==> src/rtl/crc_eng_pkg.sv <==
package crc_eng_pkg;
  localparam int BYTE_W  = 8;
  localparam int ADDR_W  = 4;
  localparam int CRC_MAX = 32;
  localparam int LANES   = CRC_MAX / BYTE_W;
  localparam int NARROW  = 16;

  localparam logic [ADDR_W-1:0] ADR_B3   = 4'd0;
  localparam logic [ADDR_W-1:0] ADR_B2   = 4'd1;
  localparam logic [ADDR_W-1:0] ADR_B1   = 4'd2;
  localparam logic [ADDR_W-1:0] ADR_B0   = 4'd3;
  localparam logic [ADDR_W-1:0] ADR_CTRL = 4'd4;
  localparam logic [ADDR_W-1:0] ADR_P3   = 4'd5;
  localparam logic [ADDR_W-1:0] ADR_P2   = 4'd6;
  localparam logic [ADDR_W-1:0] ADR_P1   = 4'd7;
  localparam logic [ADDR_W-1:0] ADR_P0   = 4'd8;

  localparam int CTRL_WIDE = 0;
  localparam int CTRL_SEED = 1;
endpackage

==> src/rtl/crc_byte_step.sv <==
module crc_byte_step #(
  parameter int WIDTH  = 16,
  parameter int BYTE_W = 8
) (
  input  logic [WIDTH-1:0]  crc_in,
  input  logic [WIDTH-1:0]  poly,
  input  logic [BYTE_W-1:0] din,
  output logic [WIDTH-1:0]  crc_out
);
  logic [BYTE_W:0][WIDTH-1:0] stage;

  assign stage[0] = crc_in;

  generate
    for (genvar k = 0; k < BYTE_W; k++) begin : g_bit
      logic fb;
      assign fb = stage[k][WIDTH-1] ^ din[BYTE_W-1-k];
      assign stage[k+1] = {stage[k][WIDTH-2:0], 1'b0} ^ ({WIDTH{fb}} & poly);
    end
  endgenerate

  assign crc_out = stage[BYTE_W];
endmodule

==> src/rtl/crc_acc.sv <==
module crc_acc
  import crc_eng_pkg::*;
(
  input  logic               clk,
  input  logic               rst,
  input  logic               seed_we,
  input  logic [1:0]         seed_lane,
  input  logic [BYTE_W-1:0]  seed_byte,
  input  logic               upd_en,
  input  logic [CRC_MAX-1:0] upd_val,
  output logic [CRC_MAX-1:0] crc_q
);
  logic [BYTE_W-1:0] lane_q [LANES];

  generate
    for (genvar g = 0; g < LANES; g++) begin : g_lane
      localparam int LO = BYTE_W * (LANES - 1 - g);
      always_ff @(posedge clk) begin
        if (rst) begin
          lane_q[g] <= '1;
        end else if (upd_en) begin
          lane_q[g] <= upd_val[LO +: BYTE_W];
        end else if (seed_we && (seed_lane == 2'(g))) begin
          lane_q[g] <= seed_byte;
        end
      end
      assign crc_q[LO +: BYTE_W] = lane_q[g];
    end
  endgenerate
endmodule

==> src/rtl/crc_cfg_regs.sv <==
module crc_cfg_regs
  import crc_eng_pkg::*;
#(
  parameter logic [NARROW-1:0]  POLY16_INIT = 16'h1021,
  parameter logic [CRC_MAX-1:0] POLY32_INIT = 32'h04C11DB7
) (
  input  logic               clk,
  input  logic               rst,
  input  logic               ctrl_we,
  input  logic [1:0]         ctrl_wdata,
  input  logic               poly_we,
  input  logic [1:0]         poly_lane,
  input  logic [BYTE_W-1:0]  poly_byte,
  output logic               wide,
  output logic               seed_mode,
  output logic [NARROW-1:0]  poly16,
  output logic [CRC_MAX-1:0] poly32
);
  logic [1:0] ctrl_q;

  always_ff @(posedge clk) begin
    if (rst) begin
      ctrl_q <= '0;
    end else if (ctrl_we) begin
      ctrl_q <= ctrl_wdata;
    end
  end

  always_ff @(posedge clk) begin
    if (rst) begin
      poly16 <= POLY16_INIT;
      poly32 <= POLY32_INIT;
    end else if (poly_we) begin
      if (ctrl_q[CTRL_WIDE]) begin
        poly32[(LANES - 1 - int'(poly_lane)) * BYTE_W +: BYTE_W] <= poly_byte;
      end else if (poly_lane[1]) begin
        poly16[(1 - int'(poly_lane[0])) * BYTE_W +: BYTE_W] <= poly_byte;
      end
    end
  end

  assign wide      = ctrl_q[CTRL_WIDE];
  assign seed_mode = ctrl_q[CTRL_SEED];
endmodule

==> src/rtl/crc_byte_engine.sv <==
module crc_byte_engine
  import crc_eng_pkg::*;
#(
  parameter logic [NARROW-1:0]  POLY16_INIT = 16'h1021,
  parameter logic [CRC_MAX-1:0] POLY32_INIT = 32'h04C11DB7
) (
  input  logic              clk,
  input  logic              rst,
  input  logic              wr_en,
  input  logic              rd_en,
  input  logic [ADDR_W-1:0] addr,
  input  logic [BYTE_W-1:0] wdata,
  output logic [BYTE_W-1:0] rdata
);
  logic               wide;
  logic               seed_mode;
  logic [NARROW-1:0]  poly16;
  logic [CRC_MAX-1:0] poly32;
  logic [CRC_MAX-1:0] crc_q;
  logic [NARROW-1:0]  next16;
  logic [CRC_MAX-1:0] next32;
  logic [CRC_MAX-1:0] upd_val;
  logic               is_data;
  logic               seed_we;
  logic               upd_en;
  logic               ctrl_we;
  logic               poly_we;
  logic [1:0]         poly_lane;
  logic [BYTE_W-1:0]  rd_mux;
  logic [BYTE_W-1:0]  rdata_q;

  // address decode
  assign is_data = (addr <= ADR_B0);
  assign seed_we = wr_en && is_data && seed_mode && (wide || addr >= ADR_B1);
  assign upd_en  = wr_en && (addr == ADR_B0) && !seed_mode;
  assign ctrl_we = wr_en && (addr == ADR_CTRL);

  always_comb begin
    poly_we   = wr_en;
    poly_lane = 2'd0;
    case (addr)
      ADR_P3:  poly_lane = 2'd0;
      ADR_P2:  poly_lane = 2'd1;
      ADR_P1:  poly_lane = 2'd2;
      ADR_P0:  poly_lane = 2'd3;
      default: poly_we   = 1'b0;
    endcase
  end

  crc_cfg_regs #(
    .POLY16_INIT(POLY16_INIT),
    .POLY32_INIT(POLY32_INIT)
  ) cfg_i (
    .clk       (clk),
    .rst       (rst),
    .ctrl_we   (ctrl_we),
    .ctrl_wdata(wdata[1:0]),
    .poly_we   (poly_we),
    .poly_lane (poly_lane),
    .poly_byte (wdata),
    .wide      (wide),
    .seed_mode (seed_mode),
    .poly16    (poly16),
    .poly32    (poly32)
  );

  crc_byte_step #(.WIDTH(NARROW), .BYTE_W(BYTE_W)) step16_i (
    .crc_in (crc_q[NARROW-1:0]),
    .poly   (poly16),
    .din    (wdata),
    .crc_out(next16)
  );

  crc_byte_step #(.WIDTH(CRC_MAX), .BYTE_W(BYTE_W)) step32_i (
    .crc_in (crc_q),
    .poly   (poly32),
    .din    (wdata),
    .crc_out(next32)
  );

  assign upd_val = wide ? next32 : {crc_q[CRC_MAX-1:NARROW], next16};

  crc_acc acc_i (
    .clk      (clk),
    .rst      (rst),
    .seed_we  (seed_we),
    .seed_lane(addr[1:0]),
    .seed_byte(wdata),
    .upd_en   (upd_en),
    .upd_val  (upd_val),
    .crc_q    (crc_q)
  );

  // read path, registered
  always_comb begin
    case (addr)
      ADR_B3:   rd_mux = wide ? crc_q[31:24] : '0;
      ADR_B2:   rd_mux = wide ? crc_q[23:16] : '0;
      ADR_B1:   rd_mux = crc_q[15:8];
      ADR_B0:   rd_mux = crc_q[7:0];
      ADR_CTRL: rd_mux = {6'd0, seed_mode, wide};
      ADR_P3:   rd_mux = wide ? poly32[31:24] : '0;
      ADR_P2:   rd_mux = wide ? poly32[23:16] : '0;
      ADR_P1:   rd_mux = wide ? poly32[15:8]  : poly16[15:8];
      ADR_P0:   rd_mux = wide ? poly32[7:0]   : poly16[7:0];
      default:  rd_mux = '0;
    endcase
  end

  always_ff @(posedge clk) begin
    if (rst) begin
      rdata_q <= '0;
    end else if (rd_en) begin
      rdata_q <= rd_mux;
    end
  end

  assign rdata = rdata_q;
endmodule

==> config.mk <==
export PLATFORM = sky130hd
export DESIGN_NAME = crc_byte_engine
export DESIGN_NICKNAME = d
export VERILOG_FILES = /design/src/rtl/crc_eng_pkg.sv /design/src/rtl/crc_byte_step.sv /design/src/rtl/crc_acc.sv /design/src/rtl/crc_cfg_regs.sv /design/src/rtl/crc_byte_engine.sv
export SDC_FILE = /design/constraint.sdc
export NUM_CORES = 1
export LEC_CHECK = 0
export BUFFER_PORTS_ARGS = -buffer_cell sky130_fd_sc_hd__buf_2
export CORE_UTILIZATION = 45
export CTS_BUF_LIST = sky130_fd_sc_hd__clkbuf_16
export DETAILED_ROUTE_END_ITERATION = 10
export GPL_TIMING_DRIVEN = 0
export PLACE_DENSITY = 0.64
export SLEW_MARGIN = 20
export SYNTH_ARGS = -nofsm -noshare
export SYNTH_HDL_FRONTEND = slang
export SYNTH_SLANG_ARGS = --single-unit
==> constraint.sdc <==
create_clock -name clk -period 4.5 [get_ports clk]
set_clock_uncertainty 0.1 [all_clocks]
set_input_delay 0.45 -clock clk [delete_from_list [all_inputs] [get_ports clk]]
set_output_delay 0.45 -clock clk [all_outputs]
set_load 0.05 [all_outputs]
* Word level (Yosys, flattened, before mapping)
Memories as Yosys holds them, arrays and structs flattened. Index checks and enable logic that the tools add are counted.
Word-level totals: register bits 58, bits in latches 0, memory bits (writable) 32, bits in read-only memories 0, input port bits 16, output and inout port bits 8, logic and storage cells 141, memories kept 1
Memories:
- acc_i.lane_q | words 4, width 8, read ports 4, clocked after Yosys merged registers in 0, wr ports 4, line crc_acc.sv:13 | logic [BYTE_W-1:0] lane_q [LANES];
Cells by class: add/sub/neg operators 4, $mul 0, div/mod/pow operators 0, magnitude comparators 2, equality and inequality tests 11, shifts and indexed selects 4, multiplexer cells 41, bitwise logic cells 57, reduce and logical (&&, ||, !) cells 17
Operator list (count):
- bitwise AND 32 bit | 8
- XOR 32 bit | 8
- bitwise AND 16 bit | 8
- XOR 16 bit | 8
- two-way mux 8 bit | 14
- case mux 8 bit (9 select lines) | 1
- negation 32 -> 33 bit | 2
- variable shift 8 x 33 -> 16 bit (first input constant) | 1
- variable shift 8 x 33 -> 32 bit (first input constant) | 1
- variable part select 8 x 33 -> 16 bit | 1
- variable part select 8 x 33 -> 32 bit | 1
- bitwise mux 32 bit | 1
- two-way mux 32 bit | 1
- two-way mux 1 bit | 22
- bitwise mux 16 bit | 1
- equality test 4 x 3 -> 1 bit (second input constant) | 4
- XOR 1 bit | 16
- logical AND 1 bit | 10
- equality test 4 x 2 -> 1 bit (second input constant) | 2
- bitwise OR 1 bit | 8
- case mux 2 bit (3 select lines) | 1
- equality test 2 bit (second input constant) | 2
- equality test 4 x 1 -> 1 bit (second input constant) | 1
- equality test 4 bit (second input constant) | 1
- 13 further kinds | 13

* Logic depth before layout (Yosys ltp)
Gate-level depths: netlist of the first run.
depth after elaboration 27, depth in mapped cells 17, mapped depth without buffers 13

* Modules after synthesis
Synthesis of the first run repeated with hierarchy kept, for this count alone.
Unflattened totals: cells, all modules 1493, area total of the unflattened synthesis 12165.4 um2
Modules (own cells, without submodules):
- crc_byte_step at step32_i | times used 1, cells an instance 642, area each 4575.6 um2, sequential area each 0.0 um2
- crc_byte_step at step16_i | times used 1, cells an instance 364, area each 2611.3 um2, sequential area each 0.0 um2
- crc_cfg_regs | times used 1, cells an instance 202, area each 1961.9 um2, sequential area each 1001.0 um2
- crc_byte_engine | times used 1, cells an instance 193, area each 1587.8 um2, sequential area each 160.2 um2
- crc_acc | times used 1, cells an instance 92, area each 1428.9 um2, sequential area each 960.9 um2

* Worst setup path before layout of the first run
No wires, ideal clock.
path type input to register, from input port wdata[7], to memory acc_i.lane_q[3][1] (data pin), setup time 0.271 ns, arrival 3.717 ns, setup slack 0.413 ns, stages on the path 16, buffers on the path 3, cell sequence buf_2 > xor2_1 > buf_2 > nand2_1 > o31ai_1 > a221o_1 > or3_4 > a211o_1 > nand2_1 > xor3_1 > a221oi_2 > xnor2_2 > buf_2 > a21oi_1 > o32ai_1 > a21oi_1
RTL lines:
- from (decl) | line crc_byte_engine.sv:12 | input logic [BYTE_W-1:0] wdata,
- to (decl) | line crc_acc.sv:13

==> results of run 1 <==
-- critical path, stage by stage, from the launching register on --
cell and delay, ns:
edfxtp_1 0.54, xor2_1 0.23, clkbuf_4 0.24, nand2_1 0.11, o31ai_1 0.07, a221o_1 0.42
or3_4 0.37, a211o_1 0.33, nand2_1 0.08, xor3_1 0.36, a221oi_4 0.38, xnor2_4 0.23
buf_6 0.20, a21oi_1 0.08, o32ai_2 0.29, a21oi_1 0.06
-- worst paths after layout --
path / end / slack (ns) / cells past startpoint
worst max-delay path: acc_i.lane_q[3][1] / 0.12 / 15
worst min-delay path: cfg_i.ctrl_q[0] / 0.41 / 3
worst max register to register: acc_i.lane_q[3][1] / 0.12 / 15
worst min register to register: cfg_i.ctrl_q[1] / 0.42 / 2
-- routing by layer --
metal / share of wire (%) / vias up
li1: - / 4927
met1: 42 / 5048
met2: 44 / 544
met3: 10 / 90
met4: 3.4 / 0
met5: 0 / -
-- final cells by class --
class | instances | area share [%]
inverters | 16 | 0.5489
clock inverters | 6 | 0.5273
clock buffers | 10 | 2.152
well taps | 313 | 3.368
multi-input cells | 1217 | 69.40
plain buffers | 125 | 4.455
flip-flops and latches | 90 | 18.25
repair buffers | 26 | 1.291
-- cell families (layout without fill, tap and decap cells) --
| kind of cell | count (synthesis) | in the layout | synth area share [%] |
|---|---|---|---|
| muxes | 27 | 27 | 2.559 |
| and+or+nand+nor | 566 | 566 | 22.50 |
| buffers and inverters | 143 | 183 | 5.284 |
| adders and majority gates | 5 | 5 | 0.5897 |
| AOI/OAI and AO/OA | 254 | 254 | 16.63 |
| xor gates and xnor gates | 365 | 365 | 32.43 |
| DFF | 90 | 90 | 20.00 |
-- report_power, final --
| group | leakage (uW) | switching (uW) | internal [uW] |
|---|---|---|---|
| Sequential | 0.000699 | 10.1 | 849 |
| Combinational | 0.00309 | 588 | 451 |
| Clock | 0.000158 | 350 | 464 |
| Total | 0.00395 | 948 | 1760 |
-- what timing repair did --
| item | CTS | global route |
|---|---|---|
| resized for setup | 8 | 25 |
| pin swaps | 3 | 3 |
| setup buffers | 4 | 4 |
| endpoints found under the setup margin | 30 | 32 |
-- cell usage in the layout, fill, tap and decap left out, types with 6 or more instances in the layout --
cell / instances
nand2b_1: 7
xnor2_1: 296
nor2b_1: 11
nand3_1: 36
nand2_1: 365
nor3_1: 13
mux2i_1: 25
nor2_1: 81
a211oi_1: 14
a21oi_1: 54
a22oi_1: 39
buf_1: 12
xor2_1: 44
clkbuf_16: 10
and2_1: 6
buf_4: 9
o21ai_0: 53
edfxtp_1: 32
a221o_1: 24
a21o_1: 11
and3_1: 7
dfxtp_1: 58
buf_2: 30
nand4_1: 6
xnor2_2: 6
clkbuf_1: 92
inv_1: 13
xnor3_1: 8
-- sequential cells by signal, indices dropped and copies added (netlist names) --
register / flops
acc_i.lane_q: 32
cfg_i.poly32: 32
rdata: 8
cfg_i.ctrl_q: 2
cfg_i.poly16: 16
-- stage by stage --
step                instances  utilization (%)  setup slack [ns]  hold slack (ns)
floorplan                1450                -            0.4126           0.3715
global placement         1780            48.52           -0.4692           0.4014
detailed placement       1781            48.60           -0.4628           0.4040
CTS                      1801            50.38          0.009922           0.3917
global route             1803            50.89          -0.06158           0.4106
finish                   1803            50.89            0.1216           0.4111
==> summary.md, run 1 <==
| Metric | Value |
|---|---|
| Outcome | complete, no violations |
| FF+latch area | 0.002122 sq mm |
| Clock Path Buffers | 2 |
| Residual DRC | 0 |
| Placed cell areas | 0.01110 sq mm |
| Worst setup startpoint | acc_i.lane_q[2][7] |
| HP Class | input pin to flop |
| Crit path capture type | flop |
| Grt ovf | 0 |
| CP arrival | 4.38 ns |
| RSZ-0062 raised after global routing | yes |
| IO Pins | 24 |
| Final hold violations | 0 |
| Reg-to-Reg Start | acc_i.lane_q[2][7] |
| Final period util | 97.30% |
| Req. time, crit path | 4.50 ns |
| CTS tree | yes |
| Area of the multi-input gates | 0.008069 sq mm |
| Async SR Flop Fraction | 0% |
| Port Buffer Count | 17 |
| Leak | 0.003951 uW |
| Wire length of the first global-routing pass | 57,010 um |
| Worst-Skew Late Latency | 0.37 ns |
| Starting density of the core | 46.43% |
| Mapped Area | 0.01061 sq mm |
| Largest cells by area after synthesis | xnor2_1 (25%), nand2_1 (13%), dfxtp_1 (11%), edfxtp_1 (9.1%), xor2_1 (3.9%) |
| Met1 Use GR | 43.03% |
| Antenna Nets Post-Route | 0 |
| HPWL Detailed | 27,510 um |
| YS warnings | 0 |
| Least-Margin Pin Slew | 1.059 ns |
| Share of layout cells above drive strength 1 | 6.510% |
| Worst hold path startpoint | wr_en |
| Gpl congestion | 0.9668 |
| Largest net degree at the start of global routing | 16 |
| Vias in the first global route | 9,690 |
| Relative slew slack | 29.40% |
| Core Region | 0.02285 sq mm |
| Max_cap viols | 0 |
| Sequential area share after synthesis | 20.00% |
| Clk sinks | 90 |
| CTS buffer count | 9 |
| Number of enable flip-flop cells after synthesis | 32 |
| Top FF cell, synth | dfxtp_1 |
| Post-synth top cells | nand2_1 (365), xnor2_1 (297), clkbuf_1 (96) |
| Met2 Usage GRT | 47.98% |
| Fin Setup TNS | 0 ns |
| Synth cell types | 75 |
| Die height | 155.5 um |
| Global routing's busiest layer | met2 |
| CTS root buffer | clkbuf_16 |
| Fin nets | 1,506 |
| Fin crit period | 4.378 ns |
| FP Rows | 55 |
| CP startpoint kind | flop |
| Slew Limit Fails | 0 |
| F_max | 228.4 MHz |
| DR pass1 iterations | 7 |
| Pwr Total | 2713 uW |
| Setup CP Type | flop to flop |
| Via count | 10,609 |
| Top cell type by total area after synthesis | xnor2_1 |
| Top-count cell post-synth | nand2_1 |
| GRT Util Overall | 31.14% |
| Synthesized Nets | 1,471 |
| Register bit total from synthesis | 90 |
| VDD IR max | 0.2025 mV |
| Initial antenna violation count | 0 |
| Antenna Cells | 0 |
| Share of the synthesized area in the top cell type | 24.52% |
| Die area | 0.02419 sq mm |
| Syn Inst Count | 1,450 |
| Routed WL per cell | 20.68 um |
| Pwr dens | 233.3 mW/mm^2 |
| P&R area growth vs syn | 9.589% |
| Vias/cell | 5.884 |
| Final setup fails | 0 |
| Drt total wl | 37,290 um |
| Fill count | 2,258 |
| GR Util met3 | 6.222% |
| Cts hold-fix bufs | 0 |
| Syn_area_per_cell | 7.317 sq um |
| Die X | 155.5 um |
| Final instance area | 0.01163 sq mm |
| Reg clk slew, reported paths | 0.07 ns |
| H-tree levels | 3 |
| Worst-path fanout max | 10 |
| 1st-iter DRT viols | 1,434 |
Power figures use the tool's default switching activity.
==> run 2: changes to the inputs <==
--- a/config.mk
+++ b/config.mk
@@ -10,7 +10,7 @@
 export CTS_BUF_LIST = sky130_fd_sc_hd__clkbuf_16
 export DETAILED_ROUTE_END_ITERATION = 10
 export GPL_TIMING_DRIVEN = 0
-export PLACE_DENSITY = 0.64
+export PLACE_DENSITY = 0.66
 export SLEW_MARGIN = 20
 export SYNTH_ARGS = -nofsm -noshare
 export SYNTH_HDL_FRONTEND = slang
==> constraint.sdc (replaced) <==
create_clock -name clk -period 3.8 [get_ports clk]
set_clock_uncertainty 0.1 [all_clocks]
set_input_delay 0.38 -clock clk [delete_from_list [all_inputs] [get_ports clk]]
set_output_delay 0.38 -clock clk [all_outputs]
set_load 0.05 [all_outputs]
==> summary.md, run 2 (same netlist as run 1, synthesis figures left out) <==
| Metric | Value |
|---|---|
| Outcome | finished, violations left |
| Failing checks | negative setup slack |
| Die X | 155.5 um (unchanged) |
| Largest net degree at the start of global routing | 16 (unchanged) |
| Core Region | 0.02285 sq mm (unchanged) |
| Final worst slack | -0.4219 ns (-0.5435 ns) |
| Vias/cell | 5.911 (+0.45%) |
| Reg clk slew, reported paths | 0.08 ns (about the same) |
| GRT Util Overall | 32.47% (+1.3 points) |
| Final Util | 56.40% (+5.5 points) |
| P&R area growth vs syn | 21.45% |
| H-tree levels | 3 (unchanged) |
| F_max | 236.9 MHz (+3.7%) |
| Slew Limit Fails | 0 (unchanged) |
| Clock Path Buffers | 2 (unchanged) |
| CTS buffer count | 9 (unchanged) |
| Least-Margin Pin Slew | 1.089 ns (+0.02983 ns) |
| Max_cap viols | 0 (unchanged) |
| CP arrival | 4.22 ns (-0.16 ns) |
| Leak | 0.004671 uW (+18%) |
| Fill count | 2,126 (-5.8%) |
| Cts hold-fix bufs | 0 (unchanged) |
| VDD IR max | 0.1821 mV (-10%) |
| Vias in the first global route | 10,127 (+4.5%) |
| 1st-iter DRT viols | 1,310 (-8.6%) |
| Regs by FF count | acc_i.lane_q: 32 flops, cfg_i.poly32: 32 flops, cfg_i.poly16: 16 flops |
| Drt total wl | 39,420 um (+5.7%) |
| Leading cell type in the layout, fill and taps excluded | nand2_1 |
| Fin crit period | 4.222 ns (-0.1565 ns) |
| FP Rows | 55 (unchanged) |
| Final setup fails | 32 (+32) |
| Relative slew slack | 27.41% (-2.0 points) |
| CTS tree | yes |
| Req. time, crit path | 3.80 ns (-0.70 ns) |
| Final period util | 111.1% (+14 points) |
| Antenna Cells | 0 (unchanged) |
| Pwr dens | 272.0 mW/mm^2 (+17%) |
| Die height | 155.5 um (unchanged) |
| Commonest non-fill, non-tap cells in the layout | nand2_1 (347), xnor2_1 (255), clkbuf_1 (80) |
| Initial antenna violation count | 0 (unchanged) |
| Share of layout cells above drive strength 1 | 16.22% (+9.7 points) |
| DP Worst Slack | -0.8820 ns (-0.4191 ns) |
| Final hold violations | 0 (unchanged) |
| Gpl congestion | 0.9613 (-0.57%) |
| Worst-path fanout max | 5 (-5) |
| Routed WL per cell | 21.33 um (+3.1%) |
| Starting density of the core | 46.43% (unchanged) |
| HP Class | input pin to flop |
| Residual DRC | 0 (unchanged) |
| Port Buffer Count | 17 (unchanged) |
| Grt ovf | 0 (unchanged) |
| IO Pins | 24 (unchanged) |
| Crit path capture type | flop |
| Setup CP Type | flop to flop |
| RSZ-0062 raised after global routing | yes |
| CP startpoint kind | flop |
| Worst-Skew Late Latency | 0.37 ns (about the same) |
| Pwr Total | 3504 uW (+29%) |
| Via count | 10,923 (+3.0%) |
| Wire length of the first global-routing pass | 59,330 um (+4.1%) |
| Fin nets | 1,551 (+3.0%) |
| CTS root buffer | clkbuf_16 |
| Antenna Nets Post-Route | 0 (unchanged) |
| DR pass1 iterations | 6 (-1) |
| Clk sinks | 90 (unchanged) |
| Die area | 0.02419 sq mm (unchanged) |
| HPWL Detailed | 27,590 um (+0.31%) |
==> run 2: path summary, 6_finish.rpt <==
kind | startpoint | to | slack [ns] | cells after the start
worst max register to register | acc_i.lane_q[2][7] | acc_i.lane_q[3][7] | -0.42 | 15
worst min register to register | cfg_i.ctrl_q[1] | cfg_i.ctrl_q[1] | 0.43 | 2
worst min-delay path | wr_en | cfg_i.ctrl_q[0] | 0.33 | 3
worst max-delay path | acc_i.lane_q[2][7] | acc_i.lane_q[3][7] | -0.42 | 15
==> run 2: power breakdown <==
part	internal [uW]	switching (uW)	leakage (uW)	total, uW
Clock	550	431	0.000154	981
Combinational	701	805	0.00382	1510
Sequential	1010	11.0	0.000699	1020
Total	2260	1250	0.00467	3500
==> run 2: per-stage QoR <==
| stage | setup TNS, ns | instance area (sq um) | hold WS, ns | instances |
|---|---|---|---|---|
| 2_1_floorplan | 0 | 10680 | 0.3715 | 1450 |
| 3_3_place_gp | -29.27 | 11160 | 0.4008 | 1780 |
| 3_5_place_dp | -24.73 | 11180 | 0.4053 | 1781 |
| 4_1_cts | -6.407 | 12460 | 0.3084 | 1836 |
| 5_1_grt | -12.07 | 12880 | 0.3506 | 1848 |
| 6_report | -8.352 | 12880 | 0.3289 | 1848 |
==> run 2: layout make-up <==
type                    instances  area, sq um  area share [%]
multi-input cells            1218         8806           68.34
flip-flops and latches         90         2122           16.47
plain buffers                 126        614.3           4.768
repair buffers                 69        576.8           4.477
well taps                     313        391.6           3.039
clock buffers                  10        250.2           1.942
inverters                      16        62.56          0.4855
clock inverters                 6        61.31          0.4758
==> run 2: repair_timing <==
action	4_1_cts	5_1_grt
setup endpoints to repair	32	32
buffers inserted	34	14
pin swaps	52	34
gates cloned	6	1
resized for setup	128	82
==> run 2: critical path: stages (launching register included) <==
cell      delay [ns]
edfxtp_1        0.55
xnor2_4         0.27
nor3_2          0.32
or2_1           0.22
nand2_1         0.08
mux2_2          0.26
o211a_1         0.27
xnor2_4         0.21
xor3_1          0.38
a221oi_4        0.30
buf_6           0.17
xnor2_1         0.14
buf_4           0.19
and3_1          0.16
o32ai_1         0.27
a21oi_1         0.07
==> run 2: per-layer routing <==
layer	up-vias	wire length (um)	track usage [%]
met5	-	0	0
met3	107	3849	5.917
met1	5226	16320	44.15
li1	5019	-	-
met4	0	1402	11.25
met2	571	17850	51.51
==> run 3: changes to the inputs <==
--- a/config.mk
+++ b/config.mk
@@ -6,11 +6,12 @@
 export NUM_CORES = 1
 export LEC_CHECK = 0
 export BUFFER_PORTS_ARGS = -buffer_cell sky130_fd_sc_hd__buf_2
-export CORE_UTILIZATION = 45
+export CORE_UTILIZATION = 43
 export CTS_BUF_LIST = sky130_fd_sc_hd__clkbuf_16
+export CTS_CLUSTER_SIZE = 24
 export DETAILED_ROUTE_END_ITERATION = 10
 export GPL_TIMING_DRIVEN = 0
-export PLACE_DENSITY = 0.66
+export PLACE_DENSITY = 0.64
 export SLEW_MARGIN = 20
 export SYNTH_ARGS = -nofsm -noshare
 export SYNTH_HDL_FRONTEND = slang
==> summary.md, run 3 (same netlist as run 1, synthesis figures left out) <==
| Metric | Value |
|---|---|
| Antenna Nets Post-Route | 0 (unchanged) |
| Commonest non-fill, non-tap cells in the layout | nand2_1 (342), xnor2_1 (242), clkbuf_1 (80) |
| Residual DRC | 0 (unchanged) |
| H-tree levels | 3 (unchanged) |
| Slew Limit Fails | 0 (unchanged) |
| Drt total wl | 40,410 um (+2.5%) |
| Worst-path fanout max | 6 (+1) |
| Worst Hold Path EP | cfg_i.ctrl_q[0] |
| Grt ovf | 0 (unchanged) |
| Clock Path Buffers | 2 (unchanged) |
| Fin Setup TNS | -8.382 ns (-0.02995 ns) |
| Fin nets | 1,549 (-0.13%) |
| Relative slew slack | 21.01% (-6.4 points) |
| Core Region | 0.02425 sq mm (+6.1%) |
| FP Rows | 57 (+3.6%) |
| 1st-iter DRT viols | 1,565 (+19%) |
| Final instance area | 0.01310 sq mm (+1.7%) |
| HP Class | input pin to flop |
| IO Pins | 24 (unchanged) |
| Worst hold path startpoint | wr_en |
| Least-Margin Pin Slew | 1.185 ns (+0.09609 ns) |
| Die height | 159.1 um (+2.3%) |
| CP cell instances | xnor2_4 > xnor2_4 > or4_1 > nand4_1 > or3_4 > a211o_1 > nand2_1 > xor3_1 > a221oi_4 > xnor2_4 > nand2_1 > xnor3_1 > a21oi_1 |
| Regs by FF count | acc_i.lane_q: 32 flops, cfg_i.poly32: 32 flops, cfg_i.poly16: 16 flops |
| Worst-Skew Late Latency | 0.36 ns (about the same) |
| CTS buffer count | 9 (unchanged) |
| Cts hold-fix bufs | 0 (unchanged) |
| Reg clk slew, reported paths | 0.08 ns (about the same) |
| Gpl congestion | 0.9497 (-1.2%) |
| RSZ-0062 raised after global routing | yes |
| HPWL Detailed | 27,590 um (about the same) |
| Vias/cell | 5.971 (+1.0%) |
| Reg-to-Reg Start | acc_i.lane_q[2][7] |
| Starting density of the core | 43.75% (-2.7 points) |
| Final Util | 54.01% (-2.4 points) |
| CTS root buffer | clkbuf_16 |
| Outcome | finished, violations left |
| Vias in the first global route | 9,948 (-1.8%) |
| CP max stage delay | 0.54 ns (about the same) |
| Hold path cells | 3 (unchanged) |
| Final worst slack | -0.3562 ns (+0.06568 ns) |
| Fin Hold WS | 0.3340 ns (+0.005139 ns) |
| Final hold violations | 0 (unchanged) |
| Leak | 0.004752 uW (+1.7%) |
| Via count | 11,089 (+1.5%) |
| Crit path capture type | flop |
| Max_cap viols | 0 (unchanged) |
| Routed WL per cell | 21.76 um (+2.0%) |
| Antenna Cells | 0 (unchanged) |
| CTS tree | yes |
| Initial antenna violation count | 0 (unchanged) |
| Critical path's most frequent cell | xnor2_4 |
| Clk sinks | 90 (unchanged) |
| Largest net degree at the start of global routing | 17 (+1) |
| Reg-to-reg slack, setup | -0.36 ns (+0.07 ns) |
| GRT Util Overall | 30.38% (-2.1 points) |
| Wire length of the first global-routing pass | 59,200 um (-0.22%) |
| VDD IR max | 0.2470 mV (+36%) |
| R2r worst-path depth | 13 (-2) |
| Die X | 159.1 um (+2.3%) |
| Setup CP Type | flop to flop |
| Die area | 0.02530 sq mm (+4.6%) |
| Pwr dens | 278.4 mW/mm^2 (+2.4%) |
| Final setup fails | 32 (unchanged) |
| DR pass1 iterations | 7 (+1) |
| Fin crit period | 4.156 ns (-0.06568 ns) |
| Failing checks | negative setup slack |
| DP Worst Slack | -0.9361 ns (-0.05410 ns) |
| CP startpoint kind | flop |
| P&R area growth vs syn | 23.46% |
| Port Buffer Count | 17 (unchanged) |
| Final period util | 109.4% (-1.7 points) |
| F_max | 240.6 MHz (+1.6%) |
| Share of layout cells above drive strength 1 | 18.72% (+2.5 points) |
| Leading cell type in the layout, fill and taps excluded | nand2_1 |
| Placed cell areas | 0.01119 sq mm (about the same) |
| Req. time, crit path | 3.80 ns (about the same) |
| CP arrival | 4.16 ns (-0.06 ns) |
| Critical R2R Capture | acc_i.lane_q[3][3] |
| Slowest cell on the critical path | edfxtp_1 |
## run 3: cell type report
| type | instances | area (sq um) |
|---|---|---|
| Buffer | 125 | 611.8 |
| Clock buffer | 12 | 300.3 |
| Clock inverter | 4 | 58.81 |
| Fill cell | 2246 | 11150 |
| Inverter | 16 | 65.06 |
| Multi-Input combinational cell | 1218 | 8961 |
| Sequential cell | 90 | 2123 |
| Tap cell | 324 | 405.4 |
| Timing Repair Buffer | 68 | 571.8 |
## run 3: where the power goes
| part | total (uW) | internal, uW | switching, uW |
|---|---|---|---|
| combinational | 1540 | 720 | 820 |
| clock | 1090 | 639 | 451 |
| sequential | 1020 | 1010 | 11.5 |
| total | 3650 | 2360 | 1280 |
## run 3: worst max-delay path by stage
stage,from,endpoint,slack [ns],cells past startpoint
finish,acc_i.lane_q[2][7],acc_i.lane_q[3][3],-0.36,13
global route,acc_i.lane_q[2][7],acc_i.lane_q[3][3],-0.54,13
CTS,acc_i.lane_q[2][7],acc_i.lane_q[2][1],-0.28,14
detailed placement,wdata[7],acc_i.lane_q[3][6],-0.94,16
global placement,wdata[7],acc_i.lane_q[3][6],-0.97,16
floorplan,acc_i.lane_q[2][7],acc_i.lane_q[3][1],0.01,14
## run 3: metal layers
metal / vias up / share of wire, % / wire (um) / global-route usage (%)
met5: - / 0 / 0 / 0
met4: 0 / 3.7 / 1485 / 10.62
met3: 109 / 9.6 / 3880 / 4.767
li1: 5017 / - / - / -
met2: 555 / 45 / 18140 / 47.75
met1: 5408 / 42 / 16900 / 42.15
## run 3: worst max-delay path, delay by kind of cell, from the launching register on
| family | cells | cell delay (ns) |
|---|---|---|
| compound gates | 3 | 0.79 |
| xor+xnor | 5 | 1.49 |
| flops | 1 | 0.54 |
| simple gates | 5 | 0.95 |
## run 3: metrics by stage
stage               cells  power (uW)
floorplan            1450        1982
global placement     1791        2211
detailed placement   1792        2222
CTS                  1844        3479
global route         1857        3743
finish               1857        3646
## run 3: timing repair
item | CTS | global route
gates cloned | 5 | 1
pin swaps | 45 | 45
endpoints found under the setup margin | 32 | 32
setup buffers | 31 | 16
gates resized for setup | 115 | 139
